## src/rtl/tlb_clock_pkg.sv

```systemverilog
package tlb_clock_pkg;

    typedef enum logic {
        ST_IDLE = 1'b0,
        ST_WAIT = 1'b1
    } tlb_state_e;

endpackage

```

## src/rtl/tlb_match.sv

```systemverilog
module tlb_match #(
    parameter int N      = 8,
    parameter int PAGE_W = 20,
    localparam int IDX_W = (N > 1) ? $clog2(N) : 1
) (
    input  logic [N-1:0]             valid_i,
    input  logic [N-1:0]             usable_i,
    input  logic [N-1:0][PAGE_W-1:0] page_i,
    input  logic [PAGE_W-1:0]        key_i,
    output logic [N-1:0]             hit_vec_o,
    output logic                     hit_o,
    output logic [IDX_W-1:0]         hit_idx_o
);

    for (genvar g = 0; g < N; g++) begin : g_cmp
        assign hit_vec_o[g] = valid_i[g] & usable_i[g] & (page_i[g] == key_i);
    end

    always_comb begin
        hit_idx_o = '0;
        for (int i = N - 1; i >= 0; i--) begin
            if (hit_vec_o[i]) hit_idx_o = IDX_W'(i);
        end
    end

    assign hit_o = |hit_vec_o;

endmodule

```

## src/rtl/tlb_victim.sv

```systemverilog
module tlb_victim #(
    parameter int N      = 8,
    localparam int IDX_W = (N > 1) ? $clog2(N) : 1,
    localparam int CNT_W = $clog2(N + 1)
) (
    input  logic [N-1:0]     valid_i,
    input  logic [N-1:0]     ref_i,
    input  logic [N-1:0]     usable_i,
    input  logic [CNT_W-1:0] act_i,
    input  logic [IDX_W-1:0] hand_i,
    output logic [IDX_W-1:0] victim_o,
    output logic [N-1:0]     clear_o,
    output logic [IDX_W-1:0] hand_o,
    output logic             free_o
);

    function automatic logic [IDX_W-1:0] step(input logic [IDX_W-1:0] i,
                                              input logic [CNT_W-1:0] lim);
        if (CNT_W'(i) + CNT_W'(1) >= lim) return '0;
        return i + IDX_W'(1);
    endfunction

    logic [N-1:0]     empty_vec;
    logic [IDX_W-1:0] free_idx;

    for (genvar g = 0; g < N; g++) begin : g_empty
        assign empty_vec[g] = usable_i[g] & ~valid_i[g];
    end

    always_comb begin
        free_idx = '0;
        for (int i = N - 1; i >= 0; i--) begin
            if (empty_vec[i]) free_idx = IDX_W'(i);
        end
    end

    logic [IDX_W-1:0] sweep_idx;
    logic [IDX_W-1:0] sweep_vic;
    logic [N-1:0]     sweep_clr;
    logic             found;

    always_comb begin
        sweep_idx = hand_i;
        sweep_vic = hand_i;
        sweep_clr = '0;
        found     = 1'b0;
        for (int k = 0; k < N; k++) begin
            if (!found && (CNT_W'(k) < act_i)) begin
                if (!ref_i[sweep_idx]) begin
                    found     = 1'b1;
                    sweep_vic = sweep_idx;
                end else begin
                    sweep_clr[sweep_idx] = 1'b1;
                    sweep_idx            = step(sweep_idx, act_i);
                end
            end
        end
    end

    always_comb begin
        free_o = |empty_vec;
        if (free_o) begin
            victim_o = free_idx;
            clear_o  = '0;
            hand_o   = hand_i;
        end else begin
            victim_o = sweep_vic;
            clear_o  = sweep_clr;
            hand_o   = step(sweep_vic, act_i);
        end
    end

endmodule

```

## src/rtl/tlb_clock.sv

```systemverilog
module tlb_clock
    import tlb_clock_pkg::*;
#(
    parameter int ENTRIES = 8,
    parameter int PAGE_W  = 20,
    parameter int FRAME_W = 20,
    parameter int OFF_W   = 12,
    localparam int IDX_W  = (ENTRIES > 1) ? $clog2(ENTRIES) : 1,
    localparam int CNT_W  = $clog2(ENTRIES + 1),
    localparam int VA_W   = PAGE_W + OFF_W,
    localparam int PA_W   = FRAME_W + OFF_W
) (
    input  logic               clk,
    input  logic               rst_n,
    input  logic [CNT_W-1:0]   active_ways,
    input  logic               req_valid,
    input  logic [VA_W-1:0]    req_vaddr,
    output logic               req_ready,
    output logic               resp_valid,
    output logic [PA_W-1:0]    resp_paddr,
    output logic               resp_fault,
    output logic               walk_req_valid,
    output logic [PAGE_W-1:0]  walk_req_page,
    input  logic               walk_rsp_valid,
    input  logic               walk_rsp_present,
    input  logic [FRAME_W-1:0] walk_rsp_frame
);

    typedef struct packed {
        tlb_state_e                       st;
        logic [ENTRIES-1:0]               valid;
        logic [ENTRIES-1:0]               refb;
        logic [ENTRIES-1:0][PAGE_W-1:0]   page;
        logic [ENTRIES-1:0][FRAME_W-1:0]  frame;
        logic [IDX_W-1:0]                 hand;
        logic [PAGE_W-1:0]                pend_page;
        logic [OFF_W-1:0]                 pend_off;
    } regs_t;

    regs_t r_q, r_d;

    // usable-entry count after clamping
    logic [CNT_W-1:0] act_eff;
    always_comb begin
        if (active_ways == '0)                    act_eff = CNT_W'(1);
        else if (active_ways > CNT_W'(ENTRIES))   act_eff = CNT_W'(ENTRIES);
        else                                      act_eff = active_ways;
    end

    logic [ENTRIES-1:0] usable;
    for (genvar g = 0; g < ENTRIES; g++) begin : g_usable
        assign usable[g] = (CNT_W'(g) < act_eff);
    end

    logic [IDX_W-1:0] hand_eff;
    assign hand_eff = (CNT_W'(r_q.hand) >= act_eff) ? '0 : r_q.hand;

    logic [PAGE_W-1:0] key_page;
    logic [OFF_W-1:0]  key_off;
    assign key_page = req_vaddr[VA_W-1:OFF_W];
    assign key_off  = req_vaddr[OFF_W-1:0];

    logic [ENTRIES-1:0] hit_vec;
    logic               hit_any;
    logic [IDX_W-1:0]   hit_idx;

    tlb_match #(.N(ENTRIES), .PAGE_W(PAGE_W)) u_match (
        .valid_i   (r_q.valid),
        .usable_i  (usable),
        .page_i    (r_q.page),
        .key_i     (key_page),
        .hit_vec_o (hit_vec),
        .hit_o     (hit_any),
        .hit_idx_o (hit_idx)
    );

    logic [IDX_W-1:0]   vic;
    logic [ENTRIES-1:0] clr;
    logic [IDX_W-1:0]   hand_nx;
    logic               has_free;

    tlb_victim #(.N(ENTRIES)) u_victim (
        .valid_i  (r_q.valid),
        .ref_i    (r_q.refb),
        .usable_i (usable),
        .act_i    (act_eff),
        .hand_i   (hand_eff),
        .victim_o (vic),
        .clear_o  (clr),
        .hand_o   (hand_nx),
        .free_o   (has_free)
    );

    logic take_req;
    logic install;
    assign take_req = req_valid && (r_q.st == ST_IDLE);
    assign install  = (r_q.st == ST_WAIT) && walk_rsp_valid && walk_rsp_present;

    always_comb begin
        r_d            = r_q;
        req_ready      = 1'b0;
        resp_valid     = 1'b0;
        resp_fault     = 1'b0;
        resp_paddr     = '0;
        walk_req_valid = 1'b0;
        walk_req_page  = '0;
        unique case (r_q.st)
            ST_IDLE: begin
                req_ready = 1'b1;
                if (req_valid) begin
                    if (hit_any) begin
                        resp_valid         = 1'b1;
                        resp_paddr         = {r_q.frame[hit_idx], key_off};
                        r_d.refb[hit_idx]  = 1'b1;
                    end else begin
                        r_d.st        = ST_WAIT;
                        r_d.pend_page = key_page;
                        r_d.pend_off  = key_off;
                    end
                end
            end
            ST_WAIT: begin
                walk_req_valid = 1'b1;
                walk_req_page  = r_q.pend_page;
                if (walk_rsp_valid) begin
                    resp_valid = 1'b1;
                    r_d.st     = ST_IDLE;
                    if (walk_rsp_present) begin
                        resp_paddr      = {walk_rsp_frame, r_q.pend_off};
                        r_d.refb        = r_q.refb & ~clr;
                        r_d.refb[vic]   = 1'b1;
                        r_d.valid[vic]  = 1'b1;
                        r_d.page[vic]   = r_q.pend_page;
                        r_d.frame[vic]  = walk_rsp_frame;
                        r_d.hand        = hand_nx;
                    end else begin
                        resp_fault = 1'b1;
                    end
                end
            end
            default: r_d.st = ST_IDLE;
        endcase
    end

    always_ff @(posedge clk) begin
        if (!rst_n) r_q <= '0;
        else        r_q <= r_d;
    end


    miss_walk_chk: assert property (@(posedge clk) disable iff (!rst_n)
        take_req && !hit_any |=> walk_req_valid && !req_ready
                                  && walk_req_page == $past(key_page));


    fault_keeps_chk: assert property (@(posedge clk) disable iff (!rst_n)
        (r_q.st == ST_WAIT) && walk_rsp_valid && !walk_rsp_present
        |=> r_q.valid == $past(r_q.valid) && r_q.page == $past(r_q.page));


    fill_ref_chk: assert property (@(posedge clk) disable iff (!rst_n)
        install |=> r_q.valid[$past(vic)] && r_q.refb[$past(vic)]);


    hit_ref_chk: assert property (@(posedge clk) disable iff (!rst_n)
        take_req && hit_any |=> r_q.refb[$past(hit_idx)]);


    fill_empty_chk: assert property (@(posedge clk) disable iff (!rst_n)
        install && has_free |-> !r_q.valid[vic] && hand_nx == hand_eff);


    fill_range_chk: assert property (@(posedge clk) disable iff (!rst_n)
        install |-> CNT_W'(vic) < act_eff);


    single_hit_chk: assert property (@(posedge clk) disable iff (!rst_n)
        $onehot0(hit_vec));

endmodule

```

## config.mk

```make
export PLATFORM = sky130hd
export DESIGN_NAME = tlb_clock
export DESIGN_NICKNAME = d
export VERILOG_FILES = /design/src/rtl/tlb_clock_pkg.sv /design/src/rtl/tlb_match.sv /design/src/rtl/tlb_victim.sv /design/src/rtl/tlb_clock.sv
export SDC_FILE = /design/constraint.sdc
export NUM_CORES = 1
export LEC_CHECK = 0
export ABC_AREA = 1
export BUFFER_PORTS_ARGS = -buffer_cell sky130_fd_sc_hd__buf_2
export CORE_UTILIZATION = 59
export CTS_CLUSTER_SIZE = 24
export DETAILED_ROUTE_END_ITERATION = 12
export GPL_ROUTABILITY_DRIVEN = 0
export PLACE_DENSITY = 0.77
export SYNTH_ARGS = -nofsm -noshare
export SYNTH_HDL_FRONTEND = slang
export SYNTH_SLANG_ARGS = --single-unit
```

## constraint.sdc

```tcl
create_clock -name clk -period 41.8 [get_ports clk]
set_clock_uncertainty 0.05 [all_clocks]
set_input_delay 12.54 -clock clk [delete_from_list [all_inputs] [get_ports clk]]
set_output_delay 12.54 -clock clk [all_outputs]
set_load 0.01 [all_outputs]
```

# Word level (Yosys, flattened, before mapping)
# Index checks and enable logic that the tools add are counted.
[op_classes]
add_sub_neg = 16
multipliers = 0
n_div = 0
magnitude_cmp = 38
n_eq_ne = 12
n_shift = 0
muxes = 184
bitwise = 46
reduce_logical = 30
[op_table]
columns = ["cell", "n"]
rows = [
  ["$mux W340", 1],
  ["$mux W339", 1],
  ["$bwmux W160", 2],
  ["$mux W3", 63],
  ["$eq A20 B20 Y1", 8],
  ["$mux W8", 19],
  ["$mux W32", 4],
  ["$or A8 B8 Y8", 10],
  ["$mux W1", 65],
  ["$pmux W32 S2", 1],
  ["$bmux W20 S3", 1],
  ["$demux W20 S3", 1],
  ["$mux W20", 3],
  ["$lt A3 B4 Y1 const B", 10],
  ["$add A3 B1 Y4 const B", 8],
  ["$ge A4 B4 Y1", 8],
  ["$demux W1 S3", 10],
  ["$ge A3 B1 Y1 const B", 10],
  ["$add A3 B1 Y3 const B", 8],
  ["$and A1 B1 Y1", 24],
  ["$bmux W1 S3", 8],
  ["$logic_and A1 B1 Y1", 17],
  ["$lt A3 B4 Y1 const A", 4],
  ["$pmux W8 S2", 1],
  ["15 further kinds", 39],
]
[word_totals]
regBits = 372
latchBits = 0
mem_bits_rw = 0
mem_bits_ro = 0
in_bits = 61
out_inout_bits = 56
elab_cells = 348
n_memories = 0

# Logic depth before layout (Yosys ltp)
[logic_depth]
depth_word = 75
ltp_mapped = 129
mapped_depth_nobuf = 124

# Cells and area by module
# Synthesis repeated with hierarchy kept, for this count alone.
[hier_totals]
hier_cells = 3323
hier_area_um2 = 21516.9
[modules_own_cells]
columns = ["module", "n_inst", "cells_each", "area_per_inst_um2", "seq_area_each_um2"]
rows = [
  ["tlb_clock", 1, 2119, 15049.4, 7447.1],
  ["tlb_victim", 1, 721, 4040.1, 0.0],
  ["tlb_match", 1, 483, 2427.3, 0.0],
]

# Least setup slack after synthesis
# OpenSTA, ideal clock, no wires.
[synth_path]
path_type = "in2out"
start = "input port req_vaddr[22]"
end = "output port resp_paddr[15]"
t_arrival_ns = 15.340
required_ns = 29.210
setup_slack_ns = 13.870
path_stages = 18
n_path_buf = 2
cell_sequence = "clkbuf_1 -> clkinv_1 -> a221oi_1 -> o2111ai_1 -> nor4b_1 -> nand4_1 -> nand2_1 -> nand2_1 -> nand2_1 -> nand2_1 -> nand2_1 -> nor3_1 -> inv_1 -> clkbuf_1 -> o22ai_1 -> a221oi_1 -> o211ai_1 -> o32ai_1"
[synth_between]
elab_chain_len = 15
elab_cells_between_ends = 30
cone_classes = "eq/ne (8); mux (13); bitwise (8); reduce/logical (1)"
[synth_rtl]
columns = ["element", "line", "rtl"]
rows = [
  ["from (decl)", "tlb_clock.sv:17", "input logic [VA_W-1:0] req_vaddr,"],
  ["$eq A20 B20 Y1", "tlb_match.sv:16", "assign hit_vec_o[g] = valid_i[g] & usable_i[g] & (page_i[g] == key_i);"],
  ["$and A1 B1 Y1", "tlb_match.sv:16", ""],
  ["$mux W3 (8 in a row)", "tlb_match.sv:22", "if (hit_vec_o[i]) hit_idx_o = IDX_W'(i);"],
  ["$bmux W20 S3", "tlb_clock.sv:113", "resp_paddr = {r_q.frame[hit_idx], key_off};"],
  ["$mux W20 (not written as such)", "tlb_clock.sv:113", ""],
  ["$mux W32 *", "tlb_clock.sv:111", "if (hit_any) begin"],
  ["$mux W32 *", "tlb_clock.sv:110", "if (req_valid) begin"],
  ["$pmux W32 S2 *", "tlb_clock.sv:107", "unique case (r_q.st)"],
  ["to (decl)", "tlb_clock.sv:20", "output logic [PA_W-1:0] resp_paddr,"],
]
# Every way passes the cells marked *; elsewhere a longest branch is shown, timed or not. The select of a mux whose other input is x is not followed.

==> key figures <==
STA
  – RSZ-0062 raised after global routing: false
  – Final Setup Violations: 0
  – Worst rel slew slack: 24.23%
  – Fin crit share: 72.07%
  – Highest Clock Rate: 0.03320 GHz
  – Max Transition Viols Final: 0
  – Fin crit period: 30.12 ns
  – Final setup TNS: 0 ns
  – Slew @ Worst Pin: 1.135 ns
  – Final Hold Fails: 0

Routing
  – Total number of vias: 23,465
  – Antenna-violating nets left: 0
  – WL final: 74,910 µm
  – Drt initial violations: 2,854
  – Drt wl/cell: 18.79 µm
  – TritonRoute pass-1 iters: 6
  – DRC Markers: 0
  – Drt via density: 5.885

Finish
  – Sequential Area: 7447 µm²
  – Layout Nets: 3,540
  – Most frequent cells in the layout: nand2_1 (845), nor2_1 (771), dfxtp_1 (372), inv_1 (294), o21ai_0 (123)
  – Fillers: 3,531
  – Commonest non-fill, non-tap cell in the layout: nand2_1
  – Layout cell share with drive strength beyond 1: 11.92%
  – Layout area overhead: 5.047%
  – Area taken by multi-input logic gates: 13,160 µm²
  – Finished Cell Area: 24,530 µm²

Global route
  – All-layer global routing usage: 36.10%
  – Remaining global-route overflow: 0
  – Largest net degree at the start of global routing: 164
  – Vias in the first global route: 21,763
  – Antenna violations before repair: 2
  – Global-route wire length before repair: 117,100 µm

Floorplanning
  – FP Rows: 72
  – Die area: 40,380 µm²
  – Core Area: 38,830 µm²
  – Die width: 201.0 µm
  – Starting density of the core: 60.15%
  – Vert. Die Dim: 201.0 µm
  – Ports: 117

Placed design
  – Dpl cell area: 23,200 µm²
  – HPWL after DPL: 49,100 µm
  – Port Buffers: 116

CTS
  – Post-CTS sizing: 0
  – Clk Latency, worst-skew pair: 0.55 ns
  – Clk slew on worst S/H paths: 0.06 ns
  – Hold buffer count at CTS: 0
  – Clock Path Buffers: 3
  – CTS tree: yes
  – CTS H-tree lvls: 2
  – Setup repair bufs after CTS: 0
  – Root buf cell: clkbuf_16
  – CTS Buf Count: 41
  – Clk sinks: 372

Pwr
  – Leakage power: 11.43 nW
  – Worst IR Drop VDD: 0.00003015 V
  – Pwr per Cell Area: 35.40 nW/µm²

Synthesis
  – Mean Syn Cell Area: 6.761 µm²
  – Cells after synthesis: 3,454
  – Syn Nets: 3,558
  – Post-synth EDFFs: 0
  – Top FF cell, synth: dfxtp_1
  – Netlist Area Pre-Place: 23,350 µm²
  – Asr flop ratio synth: 0%
  – Synth cell types: 69
  – Seq cells post-synth: 372
  – Ys Warns: 0
  – Seq/Total Area, Yosys: 31.89%

Setup path
  – Slowest stage cell, crit path: inv_2
  – Crit Path Max Fanout: 62
  – Crit path kind: in -> reg
  – Crit-path max cell delay: 0.86 ns
  – Cell mode on critical path: inv_1
  – Critical Path RT: 42.23 ns
  – CP arrival: 30.55 ns
  – Startpoint types: input port
  – Setup crit end kind: register

Status
  – Status: finished, final reports clean

Hold path
  – Min-delay worst type: reg -> reg

Flow run
  – Max-Cap Viols: 0
critical path, delay by kind of cell:
| family | cells | cell delay (ns) |
|---|---|---|
| AOI/OAI and AO/OA | 17 | 2.89 |
| xor gates and xnor gates | 4 | 0.71 |
| adders and majority gates | 15 | 3.69 |
| buffers and inverters | 29 | 3.77 |
| and+or+nand+nor | 54 | 6.91 |
metal layers:
| metal | vias up | part of all wire, % | GRT usage [%] |
|---|---|---|---|
| met4 | 0 | 5.2 | 17.69 |
| met2 | 1348 | 44 | 57.39 |
| met5 | - | 0 | 0 |
| met3 | 279 | 11 | 7.597 |
| met1 | 10818 | 39 | 46.42 |
| li1 | 11020 | - | - |
logic make-up after synthesis:
family                     Yosys count  share of synthesized area [%]
adders and majority gates           43                          2.304
and+or+nand+nor                   1935                          36.22
AOI/OAI and AO/OA                  529                          15.52
DFF                                372                          31.89
buffers and inverters              516                          11.86
xor gates and xnor gates            59                          2.213
synthesized netlist by cell type (14+ instances only):
cell type,instances,area (µm²)
a21oi_1,73,365.4
a221oi_1,27,236.5
a22o_1,15,131.4
buf_2,26,130.1
buf_4,14,105.1
buf_6,42,473.0
buf_8,17,255.2
clkbuf_1,62,232.7
clkbuf_8,20,275.3
dfxtp_1,372,7447
ha_1,43,538.0
inv_1,295,1107
inv_2,14,52.55
nand2_1,845,3172
nand2_2,53,331.6
nand2_4,34,382.9
nand3_1,85,425.4
nand3_2,28,280.3
nand4_1,27,168.9
nor2_1,772,2898
nor2_2,15,93.84
nor3_1,17,85.08
nor4_1,17,106.4
o2111ai_1,27,236.5
o211ai_1,18,135.1
o21ai_0,123,615.6
o21bai_1,87,653.1
o21bai_2,33,371.6
o22ai_1,75,469.2
xnor2_1,19,166.4
xor2_1,40,350.3
path summary, 6_finish.rpt:
kind | startpoint | end | slack, ns | cells past startpoint
worst max register to register | r_q[32] | register | 24.43 | 116
worst min-delay path | register | register | 0.43 | 2
worst min register to register | register | register | 0.43 | 2
worst max-delay path | active_ways[3] | register | 11.68 | 119
layout make-up:
type / instances / area share [%]
diodes: 4 / 0.04080
clock buffers: 61 / 4.906
clock inverters: 11 / 0.4896
inverters: 322 / 4.963
multi-input cells: 2566 / 53.62
flip-flops and latches: 372 / 30.36
well taps: 518 / 2.642
repair buffers: 133 / 2.979
through the flow:
stage	cells	power, mW	hold WS (ns)	worst slack (ns)	utilization [%]
after global routing	3984	0.8970	0.4583	10.19	63.16
after detailed placement	3911	0.5075	0.4241	11.75	59.75
after CTS	3983	0.8649	0.4351	12.23	63.16
after global placement	3911	0.5030	0.4182	12.36	59.75
final	3987	0.8684	0.4337	11.68	63.18
after floorplan	3454	0.4759	0.4006	13.87	-
power by group:
group	switching (mW)	total (mW)	internal, mW
Sequential	0.00740	0.367	0.359
Combinational	0.0987	0.139	0.0398
Clock	0.151	0.363	0.212
Total	0.257	0.868	0.611
No activity file was read; power rests on OpenSTA's default activity.
